<file path="src/rtl/pwm_pkg.sv">
package pwm_pkg;
   localparam int unsigned ADDR_W = 3;
   localparam logic [ADDR_W-1:0] A_PRESC = 3'd0;
   localparam logic [ADDR_W-1:0] A_CTRL  = 3'd1;
   localparam logic [ADDR_W-1:0] A_PER0  = 3'd2;
   localparam logic [ADDR_W-1:0] A_PER1  = 3'd3;
   localparam logic [ADDR_W-1:0] A_DTY0  = 3'd4;
   localparam logic [ADDR_W-1:0] A_DTY1  = 3'd5;
   localparam int unsigned CTRL_W = 7;
   localparam int unsigned B_EN  = 0;  // bits 0,1
   localparam int unsigned B_POL = 2;  // bits 2,3
   localparam int unsigned B_SYM = 4;  // bits 4,5
   localparam int unsigned B_CAT = 6;
endpackage

</file>
<file path="src/rtl/pwm_prescale.sv">
module pwm_prescale #(
   parameter int unsigned SEL_W = 3
) (
   input  logic             clk,
   input  logic             rst_n,
   input  logic [SEL_W-1:0] sel,
   output logic             tick
);
   localparam int unsigned DIV_W = (1 << SEL_W) - 1;

   if (SEL_W < 1 || SEL_W > 5) begin : g_bad_sel
      $error("pwm_prescale: SEL_W out of range");
   end

   logic [DIV_W-1:0] cnt;
   logic [DIV_W:0]   one_hot;
   logic [DIV_W-1:0] mask;

   always_comb begin
      one_hot = (DIV_W+1)'(1) << sel;
      mask    = DIV_W'(one_hot - 1'b1);
   end

   // a step every 2^sel cycles: all masked counter bits set
   assign tick = &(cnt | ~mask);

   always_ff @(posedge clk or negedge rst_n) begin
      if (!rst_n) cnt <= '0;
      else        cnt <= cnt + 1'b1;
   end

   // with a division above 1, two steps never come back to back
   a_r2_tick_gap: assert property (@(posedge clk) disable iff (!rst_n)
      (tick && sel != '0) |=> (!tick || sel == '0));
endmodule

</file>
<file path="src/rtl/pwm_chan.sv">
module pwm_chan #(
   parameter int unsigned W = 8
) (
   input  logic         clk,
   input  logic         rst_n,
   input  logic         tick,
   input  logic         en,
   input  logic         pol,
   input  logic         center,
   input  logic [W-1:0] per_in,
   input  logic [W-1:0] dty_in,
   output logic         pwm
);
   if (W < 2 || W > 32) begin : g_bad_w
      $error("pwm_chan: W out of range");
   end

   logic [W-1:0] cnt, per_q, dty_q;
   logic         down;
   logic         at_top, active;

   assign at_top = cnt >= (per_q - 1'b1);
   assign active = (dty_q >= per_q) || (cnt < dty_q);
   assign pwm    = en & ((per_q == '0) ? ~pol : (active ? pol : ~pol));

   always_ff @(posedge clk or negedge rst_n) begin
      if (!rst_n) begin
         cnt   <= '0;
         down  <= 1'b0;
         per_q <= '0;
         dty_q <= '0;
      end else if (!en) begin
         cnt   <= '0;
         down  <= 1'b0;
         per_q <= per_in;
         dty_q <= dty_in;
      end else if (tick) begin
         if (per_q == '0) begin
            cnt   <= '0;
            down  <= 1'b0;
            per_q <= per_in;
            dty_q <= dty_in;
         end else if (!center) begin
            down <= 1'b0;
            if (at_top) begin
               cnt   <= '0;
               per_q <= per_in;
               dty_q <= dty_in;
            end else begin
               cnt <= cnt + 1'b1;
            end
         end else if (!down) begin
            if (at_top) down <= 1'b1;
            else        cnt  <= cnt + 1'b1;
         end else begin
            if (cnt == '0) begin
               down  <= 1'b0;
               per_q <= per_in;
               dty_q <= dty_in;
            end else begin
               cnt <= cnt - 1'b1;
            end
         end
      end
   end

   // a disabled channel restarts from zero
   a_r9_dis_cnt_zero: assert property (@(posedge clk) disable iff (!rst_n)
      !en |=> cnt == '0);
   // edge mode counter stays below the period
   a_r3_left_bound: assert property (@(posedge clk) disable iff (!rst_n)
      (en && !center && !down && per_q != '0) |-> cnt < per_q);
   // symmetric counter never passes the top value
   a_r5_ctr_bound: assert property (@(posedge clk) disable iff (!rst_n)
      (en && center && per_q != '0) |-> cnt <= per_q - 1'b1);
   // no shadow reload without a counting step
   a_r8_shadow_hold: assert property (@(posedge clk) disable iff (!rst_n)
      (en && !tick) |=> ($stable(per_q) && $stable(dty_q)));
endmodule

</file>
<file path="src/rtl/pwm_dual.sv">
module pwm_dual
   import pwm_pkg::*;
#(
   parameter int unsigned CH_W  = 8,
   parameter int unsigned SEL_W = 3
) (
   input  logic              clk,
   input  logic              rst_n,
   input  logic              wr_en,
   input  logic [ADDR_W-1:0] wr_addr,
   input  logic [CH_W-1:0]   wr_data,
   output logic [1:0]        pwm_o
);
   localparam int unsigned N_CH  = 2;
   localparam int unsigned CAT_W = 2 * CH_W;

   if (CH_W < CTRL_W || SEL_W > CH_W) begin : g_bad_cfg
      $error("pwm_dual: CH_W too narrow for the control register");
   end

   logic [SEL_W-1:0]  presc_q;
   logic [CTRL_W-1:0] ctrl_q;
   logic [CH_W-1:0]   per_q [N_CH];
   logic [CH_W-1:0]   dty_q [N_CH];
   logic              tick, cat, cat_out;
   logic [N_CH-1:0]   ch_out;

   // register writes
   always_ff @(posedge clk or negedge rst_n) begin
      if (!rst_n) begin
         presc_q <= '0;
         ctrl_q  <= '0;
         for (int i = 0; i < N_CH; i++) begin
            per_q[i] <= '0;
            dty_q[i] <= '0;
         end
      end else if (wr_en) begin
         case (wr_addr)
            A_PRESC: presc_q  <= wr_data[SEL_W-1:0];
            A_CTRL:  ctrl_q   <= wr_data[CTRL_W-1:0];
            A_PER0:  per_q[0] <= wr_data;
            A_PER1:  per_q[1] <= wr_data;
            A_DTY0:  dty_q[0] <= wr_data;
            A_DTY1:  dty_q[1] <= wr_data;
            default: ;
         endcase
      end
   end

   assign cat = ctrl_q[B_CAT];

   pwm_prescale #(.SEL_W(SEL_W)) u_presc (
      .clk(clk), .rst_n(rst_n), .sel(presc_q), .tick(tick));

   for (genvar g = 0; g < N_CH; g++) begin : g_ch
      pwm_chan #(.W(CH_W)) u_chan (
         .clk    (clk),
         .rst_n  (rst_n),
         .tick   (tick),
         .en     (ctrl_q[B_EN+g] & ~cat),
         .pol    (ctrl_q[B_POL+g]),
         .center (ctrl_q[B_SYM+g]),
         .per_in (per_q[g]),
         .dty_in (dty_q[g]),
         .pwm    (ch_out[g]));
   end

   // joined channel, high byte from channel 0, controls from channel 1
   pwm_chan #(.W(CAT_W)) u_cat (
      .clk    (clk),
      .rst_n  (rst_n),
      .tick   (tick),
      .en     (cat & ctrl_q[B_EN+1]),
      .pol    (ctrl_q[B_POL+1]),
      .center (ctrl_q[B_SYM+1]),
      .per_in ({per_q[0], per_q[1]}),
      .dty_in ({dty_q[0], dty_q[1]}),
      .pwm    (cat_out));

   assign pwm_o[0] = ch_out[0];
   assign pwm_o[1] = cat ? cat_out : ch_out[1];

   // joined mode leaves pin 0 low
   a_r11_pin0_low: assert property (@(posedge clk) disable iff (!rst_n)
      cat |-> pwm_o[0] == 1'b0);
   // both channels off means both pins low
   a_r9_all_off_low: assert property (@(posedge clk) disable iff (!rst_n)
      (ctrl_q[B_EN+1:B_EN] == 2'b00) |-> pwm_o == 2'b00);
endmodule

</file>
<file path="config.mk">
export PLATFORM = sky130hd
export DESIGN_NAME = pwm_dual
export DESIGN_NICKNAME = d
export VERILOG_FILES = /design/src/rtl/pwm_pkg.sv /design/src/rtl/pwm_prescale.sv /design/src/rtl/pwm_chan.sv /design/src/rtl/pwm_dual.sv
export SDC_FILE = /design/constraint.sdc
export NUM_CORES = 1
export LEC_CHECK = 0
export ABC_AREA = 1
export CAP_MARGIN = 20
export CORE_MARGIN = 1.5
export CORE_UTILIZATION = 50
export DETAILED_ROUTE_END_ITERATION = 16
export PLACE_DENSITY = 0.76
export SLEW_MARGIN = 40
export SYNTH_ARGS = -nofsm -noshare
export SYNTH_HDL_FRONTEND = slang
export SYNTH_SLANG_ARGS = --single-unit
</file>
<file path="constraint.sdc">
create_clock -name clk -period 3.31 [get_ports clk]
set_input_delay 0.4965 -clock clk [delete_from_list [all_inputs] [get_ports clk]]
set_output_delay 0.4965 -clock clk [all_outputs]
set_load 0.05 [all_outputs]
</file>
# ---- Word-level counts from Yosys, hierarchy flattened
# Index checks and enable logic that the tools add are counted.
dict set report word_totals {
  register_bits 148
  input_bits 14
  out_inout_bits 2
  word_cells 191
}
dict set report classes {
  order_cmp 9
  muxes 94
  bitwise 11
  eq_ne 23
  n_shift 1
  reduce_logical 23
  addsub 11
}
# op count
set op_table {}
lappend op_table {{$mux W16} 22}
lappend op_table {{$mux W8} 44}
lappend op_table {{$ne A4 B4 Y1 const B} 9}
lappend op_table {{$ge A16 B16 Y1} 2}
lappend op_table {{$ge A8 B8 Y1} 4}
lappend op_table {{$logic_not A16 Y1} 2}
lappend op_table {{$logic_not A8 Y1} 4}
lappend op_table {{$sub A16 B1 Y16 const B} 2}
lappend op_table {{$sub A8 B1 Y8 const B} 4}
lappend op_table {{$ne A5 B5 Y1 const B} 6}
lappend op_table {{$mux W1} 28}
lappend op_table {{$add A16 B1 Y16 const B} 1}
lappend op_table {{$add A8 B1 Y8 const B} 2}
lappend op_table {{$lt A16 B16 Y1} 1}
lappend op_table {{$lt A8 B8 Y1} 2}
lappend op_table {{$reduce_and A2 Y1} 6}
lappend op_table {{$reduce_and A4 Y1} 3}
lappend op_table {{$reduce_and A3 Y1} 3}
lappend op_table {{$add A7 B1 Y7 const B} 1}
lappend op_table {{$not A7 Y7} 1}
lappend op_table {{$or A7 B7 Y7} 1}
lappend op_table {{$reduce_and A7 Y1} 1}
lappend op_table {{$shl A1 B3 Y7 const A} 1}
lappend op_table {{$sub A7 B1 Y7 const B} 1}
lappend op_table {{other kinds (9)} 21}

# ---- Longest topological paths before layout
dict set report depth {
  ltp_word 8
  depth_mapped 20
  depth_no_buf 19
}

# ---- By module
# A second synthesis with hierarchy kept.
dict set report hier_totals {
  cells_unflattened 1666
  hier_area_um2 11423.5
}
# module cells_per_inst area_each_um2 instances seq_area_each_um2
set modules_own_cells {}
lappend modules_own_cells {{pwm_chan at u_cat} 743 4725.8 1 1226.2}
lappend modules_own_cells {{pwm_chan at g_ch[0].u_chan} 336 2297.2 1 625.6}
lappend modules_own_cells {{pwm_chan at g_ch[1].u_chan} 327 2243.4 1 625.6}
lappend modules_own_cells {pwm_dual 203 1726.7 1 1051.0}
lappend modules_own_cells {pwm_prescale 57 430.4 1 175.2}

# ---- Least setup slack after synthesis
# Ideal clock, no wire load.
dict set report synth_path {
  path_kind {register to register}
  from {register u_cat.per_q[0]}
  to {register u_cat.cnt[0]}
  n_path_buf 1
  arrival_time_ns 2.897
  setup_slack_ns 0.296
  period_less_slack_ns 3.014
  t_required_ns 3.193
  setup_time_ns 0.117
  stages_incl_launch_ff 20
  path_cell_list {dfrtp_1 inv_1 ha_1 nand3_2 nor3b_1 nand2_1 nor2_1 xor2_1 inv_1 ha_1 nand2_1 nor4_1 nand2_1 nand2_1 nand2_1 nand2_4 clkinv_2 buf_12 nand3_2 nand2_1}
}
dict set report synth_via {
  elab_chain_len 7
  word_cells_on_any_way 11
  classes_between {1 x add/sub; 1 x order compare; 2 x eq/ne; 5 x mux; 2 x reduce/logical}
}
# element line
set synth_rtl {}
lappend synth_rtl {{start, declared} pwm_chan.sv:18} ;# logic [W-1:0] cnt, per_q, dty_q;
lappend synth_rtl {{start signal, assigned} pwm_chan.sv:35} ;# per_q <= per_in;
lappend synth_rtl {{start signal, assigned} pwm_chan.sv:41} ;# per_q <= per_in;
lappend synth_rtl {{start signal, assigned} pwm_chan.sv:47} ;# per_q <= per_in;
lappend synth_rtl {{$sub A16 B1 Y16} pwm_chan.sv:22} ;# assign at_top = cnt >= (per_q - 1'b1);
lappend synth_rtl {{$ge A16 B16 Y1} pwm_chan.sv:22}
lappend synth_rtl {{$mux W16} pwm_chan.sv:45} ;# if (at_top) begin
lappend synth_rtl {{$mux W16} pwm_chan.sv:43} ;# end else if (!center) begin
lappend synth_rtl {{$mux W16} pwm_chan.sv:38} ;# if (per_q == '0) begin
lappend synth_rtl {{$mux W16} pwm_chan.sv:37} ;# end else if (tick) begin
lappend synth_rtl {{$mux W16} pwm_chan.sv:32} ;# end else if (!en) begin
lappend synth_rtl {{end signal, assigned} pwm_chan.sv:50} ;# cnt <= cnt + 1'b1;
lappend synth_rtl {{end signal, assigned} pwm_chan.sv:54} ;# else cnt <= cnt + 1'b1;
lappend synth_rtl {{end signal, assigned} pwm_chan.sv:61} ;# cnt <= cnt - 1'b1;
lappend synth_rtl {{end, declared} pwm_chan.sv:18}
# Several ways; a longest one is shown, not always the timed one. The select of a mux whose other input is x is not followed.
# A chain may end at the register's enable or synchronous reset.

# ---- Final worst setup path
dict set report layout_path {
  from {register u_cat.per_q[0]}
  to {register u_cat.dty_q[11]}
}
dict set report layout_via {
  elab_chain_len 4
  word_cells_on_any_way 10
  classes_between {1 x add/sub; 1 x order compare; 3 x eq/ne; 3 x mux; 2 x reduce/logical}
}
# element line
set layout_rtl {}
lappend layout_rtl {{$sub A16 B1 Y16 or $logic_not A16 Y1 (tied branches)} {pwm_chan.sv:22, pwm_chan.sv:38}}
lappend layout_rtl {{$ge A16 B16 Y1 or $mux W16 (tied branches)} {pwm_chan.sv:22, pwm_chan.sv:38}}
lappend layout_rtl {{$ne A4 B4 Y1 (no line) or $mux W16 (tied branches)} --}
lappend layout_rtl {{$reduce_and A4 Y1 (no line) or $mux W16 (tied branches)} --}
lappend layout_rtl {{end signal, assigned} pwm_chan.sv:36} ;# dty_q <= dty_in;
lappend layout_rtl {{end signal, assigned} pwm_chan.sv:42} ;# dty_q <= dty_in;
lappend layout_rtl {{end signal, assigned} pwm_chan.sv:48} ;# dty_q <= dty_in;
lappend layout_rtl {{end, declared} pwm_chan.sv:18}
# Several ways; a longest one is shown, not always the timed one. The select of a mux whose other input is x is not followed.

==> results.yml <==
status:
  status: "complete, no violations"
route:
  wl_per_cell_um: 15.7
  finalWirelength_um: 28500
  drt_iter0_drc: 616
  vias: 9902
  via_per_inst: 5.46
  drt-pass1-iter-count: 5
  drc: 0
  postRouteAntennaNets: 0
timing:
  holdWs_ps: 65.8
  fin_crit_ps: 3220
  tightest_slew_ps: 707
  relSlewSlack_pct: 52.9
  finalCritPeriodShare_pct: 97.4
  fin_skew_ps: 9.88
  clock.fmax_mhz: 310
  setup_viol: 0
  layout_setup_ws_ps: 87.1
  maxSlewViolCount: 0
  hold_violations: 0
global_route:
  grt-ovfl-total: 0
  grtUsageMet2_pct: 40.2
  use_met1_pct: 33.8
  grt_max_degree: 73
  grt_busiest_layer: "met2"
  grt_pass1_vias: 9554
  grt_pass1_wl_um: 46900
  track_usage_pct: 24.6
  grt_use_met3_pct: 3.32
  antenna_found_initial: 0
synth:
  syn_inst: 1485
  async_flop_share_pct: 100
  synth_area_per_cell_sq_um: 7.57
  synth_top_cell_by_area: "dfrtp_1"
  yosysUniqueCellTypes: 44
  ys.flop_type: "dfrtp_1"
  synth_area_sq_mm: 0.0112
  synth_most_common_cell: "nand2_1"
  ys_ff_latch: 148
  synth_common_cells: "365 x nand2_1, 198 x inv_1, 148 x dfrtp_1"
  synth_top_area_share_pct: 32.9
  synth_area_leaders: "dfrtp_1 33%, nand2_1 12%, ha_1 12%"
  ys_warn_count: 0
  synth_edf_count: 0
  syn_nets: 1608
  yosysSeqAreaShare_pct: 32.9
power_and_ir_drop:
  power_mw: 8.55
  ir_worst_vdd_uv: 478
  leakagePower_nw: 6.37
  power.density_mw_per_mm2: 679
placed_design:
  routabilityCongestion: 0.920
  hpwl_um: 20300
  dpl_worst_slack_ps: 115
  portBuffers: 15
layout:
  final_nets: 1643
  synthToLayoutAreaGrowth_pct: 12.0
  diodes: 0
  nFillCells: 1916
  layout-drive-gt1-share_pct: 16.0
setup_path:
  required_ps: 3630
  timing.rr.end: "u_cat.dty_q[11]"
  rrSetupSlack_ps: 90
  cpMaxStageDelayCell: "dfrtp_1"
  cp.arrival_ps: 3550
  crit_type: "reg2reg"
  rr_worst_depth: 17
  cp_common_cell: "nand3_4"
  cpPeakStageDelay_ps: 430
  path_buf_inv: 4
  start_kind: "flip-flop"
  r2r_start: "u_cat.per_q[0]"
  worstPathCellList: "inv_2 > ha_2 > nand3_4 > nor3b_2 > nand2_1 > nor2_2 > xor2_1 > inv_1 > ha_1 > nand2_2 > o21ai_0 > a21oi_1 > nand4_1 > buf_4 > nand3_4 > clkbuf_16 > o21ai_2"
  path_max_fanout: 7
  path_delay_family: "simple AND/OR/NAND/NOR gates"
  endpoint_kind: "flip-flop"
die:
  core_sq_mm: 0.0220
  ioPinCount: 16
  start_util_pct: 51.2
  rows: 54
  die_area_sq_mm: 0.0234
  die_y_um: 153
  die_w_um: 153
clock_tree:
  cts_tree: "done"
  clock_sinks: 148
  path_clk_slew_ps: 70
  cts_buffer_depth: 2
  htree_levels: 4
  hold_buffers: 0
  cts-root-buf: "clkbuf_16"
  clock_latency_ps: 440
  cts_buffers: 17
run:
  drv_cap: 0
min_path:
  hp-class: "in2async"
kinds of logic (layout without fill, tap and decap cells):
kind of cell    after synthesis  in the layout  synth area share (%)
flops                       148            148                  32.9
compound gates              238            238                  13.0
simple gates                685            686                  28.1
xor+xnor                     56             56                  4.36
fa+ha+maj                   109            109                  12.1
buf+inv                     249            296                  9.50
layout make-up:
| cell class | instances | area [sq um] | share of cell area (%) |
|---|---|---|---|
| sequential | 148 | 3700 | 29.4 |
| inverter | 210 | 796 | 6.32 |
| timing repair buffer | 54 | 602 | 4.78 |
| multi-input combinational | 1089 | 6560 | 52.1 |
| clock buffer | 17 | 425 | 3.38 |
| tap | 280 | 350 | 2.78 |
| clock inverter | 15 | 159 | 1.26 |
metrics by stage:
stage               util [%]  TNS, ps  cells  area, sq um
CTS                     55.9        0   1796        12300
global route            57.4    -3950   1813        12600
global placement        53.2        0   1764        11700
floorplan                  -        0   1485        11200
finish                  57.4        0   1813        12600
detailed placement      53.2        0   1764        11700
registers in the layout (all words and copies together), names as in the netlist:
name,count
dty_q,16
g_ch.u_chan.cnt,16
g_ch.u_chan.dty_q,16
g_ch.u_chan.per_q,16
per_q,16
u_cat.cnt,16
u_cat.dty_q,16
u_cat.per_q,16
ctrl_q,7
u_presc.cnt,7
presc_q,3
g_ch.u_chan.down,2
u_cat.down,1
how the worst max path moves through the flow:
stage / from / to / slack [ps] / cells past startpoint
2_1_floorplan: u_cat.per_q[0] / u_cat.cnt[0] / 300 / 19
6_report: u_cat.per_q[0] / u_cat.dty_q[11] / 90 / 17
5_1_grt: u_cat.per_q[4] / u_cat.per_q[0] / -150 / 19
3_5_place_dp: u_cat.per_q[0] / u_cat.cnt[15] / 120 / 18
4_1_cts: u_cat.per_q[0] / u_cat.cnt[15] / 90 / 18
3_3_place_gp: u_cat.per_q[2] / u_cat.cnt[15] / 190 / 19
routing by layer:
metal | wire [um] | share of wire, %
met2 | 13400 | 47
met1 | 13000 | 45
met5 | 0 | 0
met4 | 718 | 2.5
met3 | 1450 | 5.1
power breakdown:
part	internal [mW]	leakage (nW)	total [mW]	switching, mW
Sequential	2.23	1.91	2.72	0.493
Combinational	1.51	4.18	3.89	2.38
Clock	1.01	0.282	1.94	0.929
Total	4.75	6.37	8.55	3.81
placed cells by master, fill, tap and decap left out, types with 50 or more instances in the layout:
cell and n:
nand3_1 90, ha_1 107, o21ai_2 59, dfrtp_1 147, nand2_2 54, a21oi_1 50
nand2_1 362, inv_1 195, nor2_1 78, xor2_1 50, o21ai_0 91
what timing repair did:
action / in CTS / in global routing
setup buffers: 0 / 7
setup endpoints to repair: 1 / 49
gates resized for setup: 1 / 25
cloned: 0 / 10
pin swaps: 0 / 9
(Power assumes the default switching activity.)
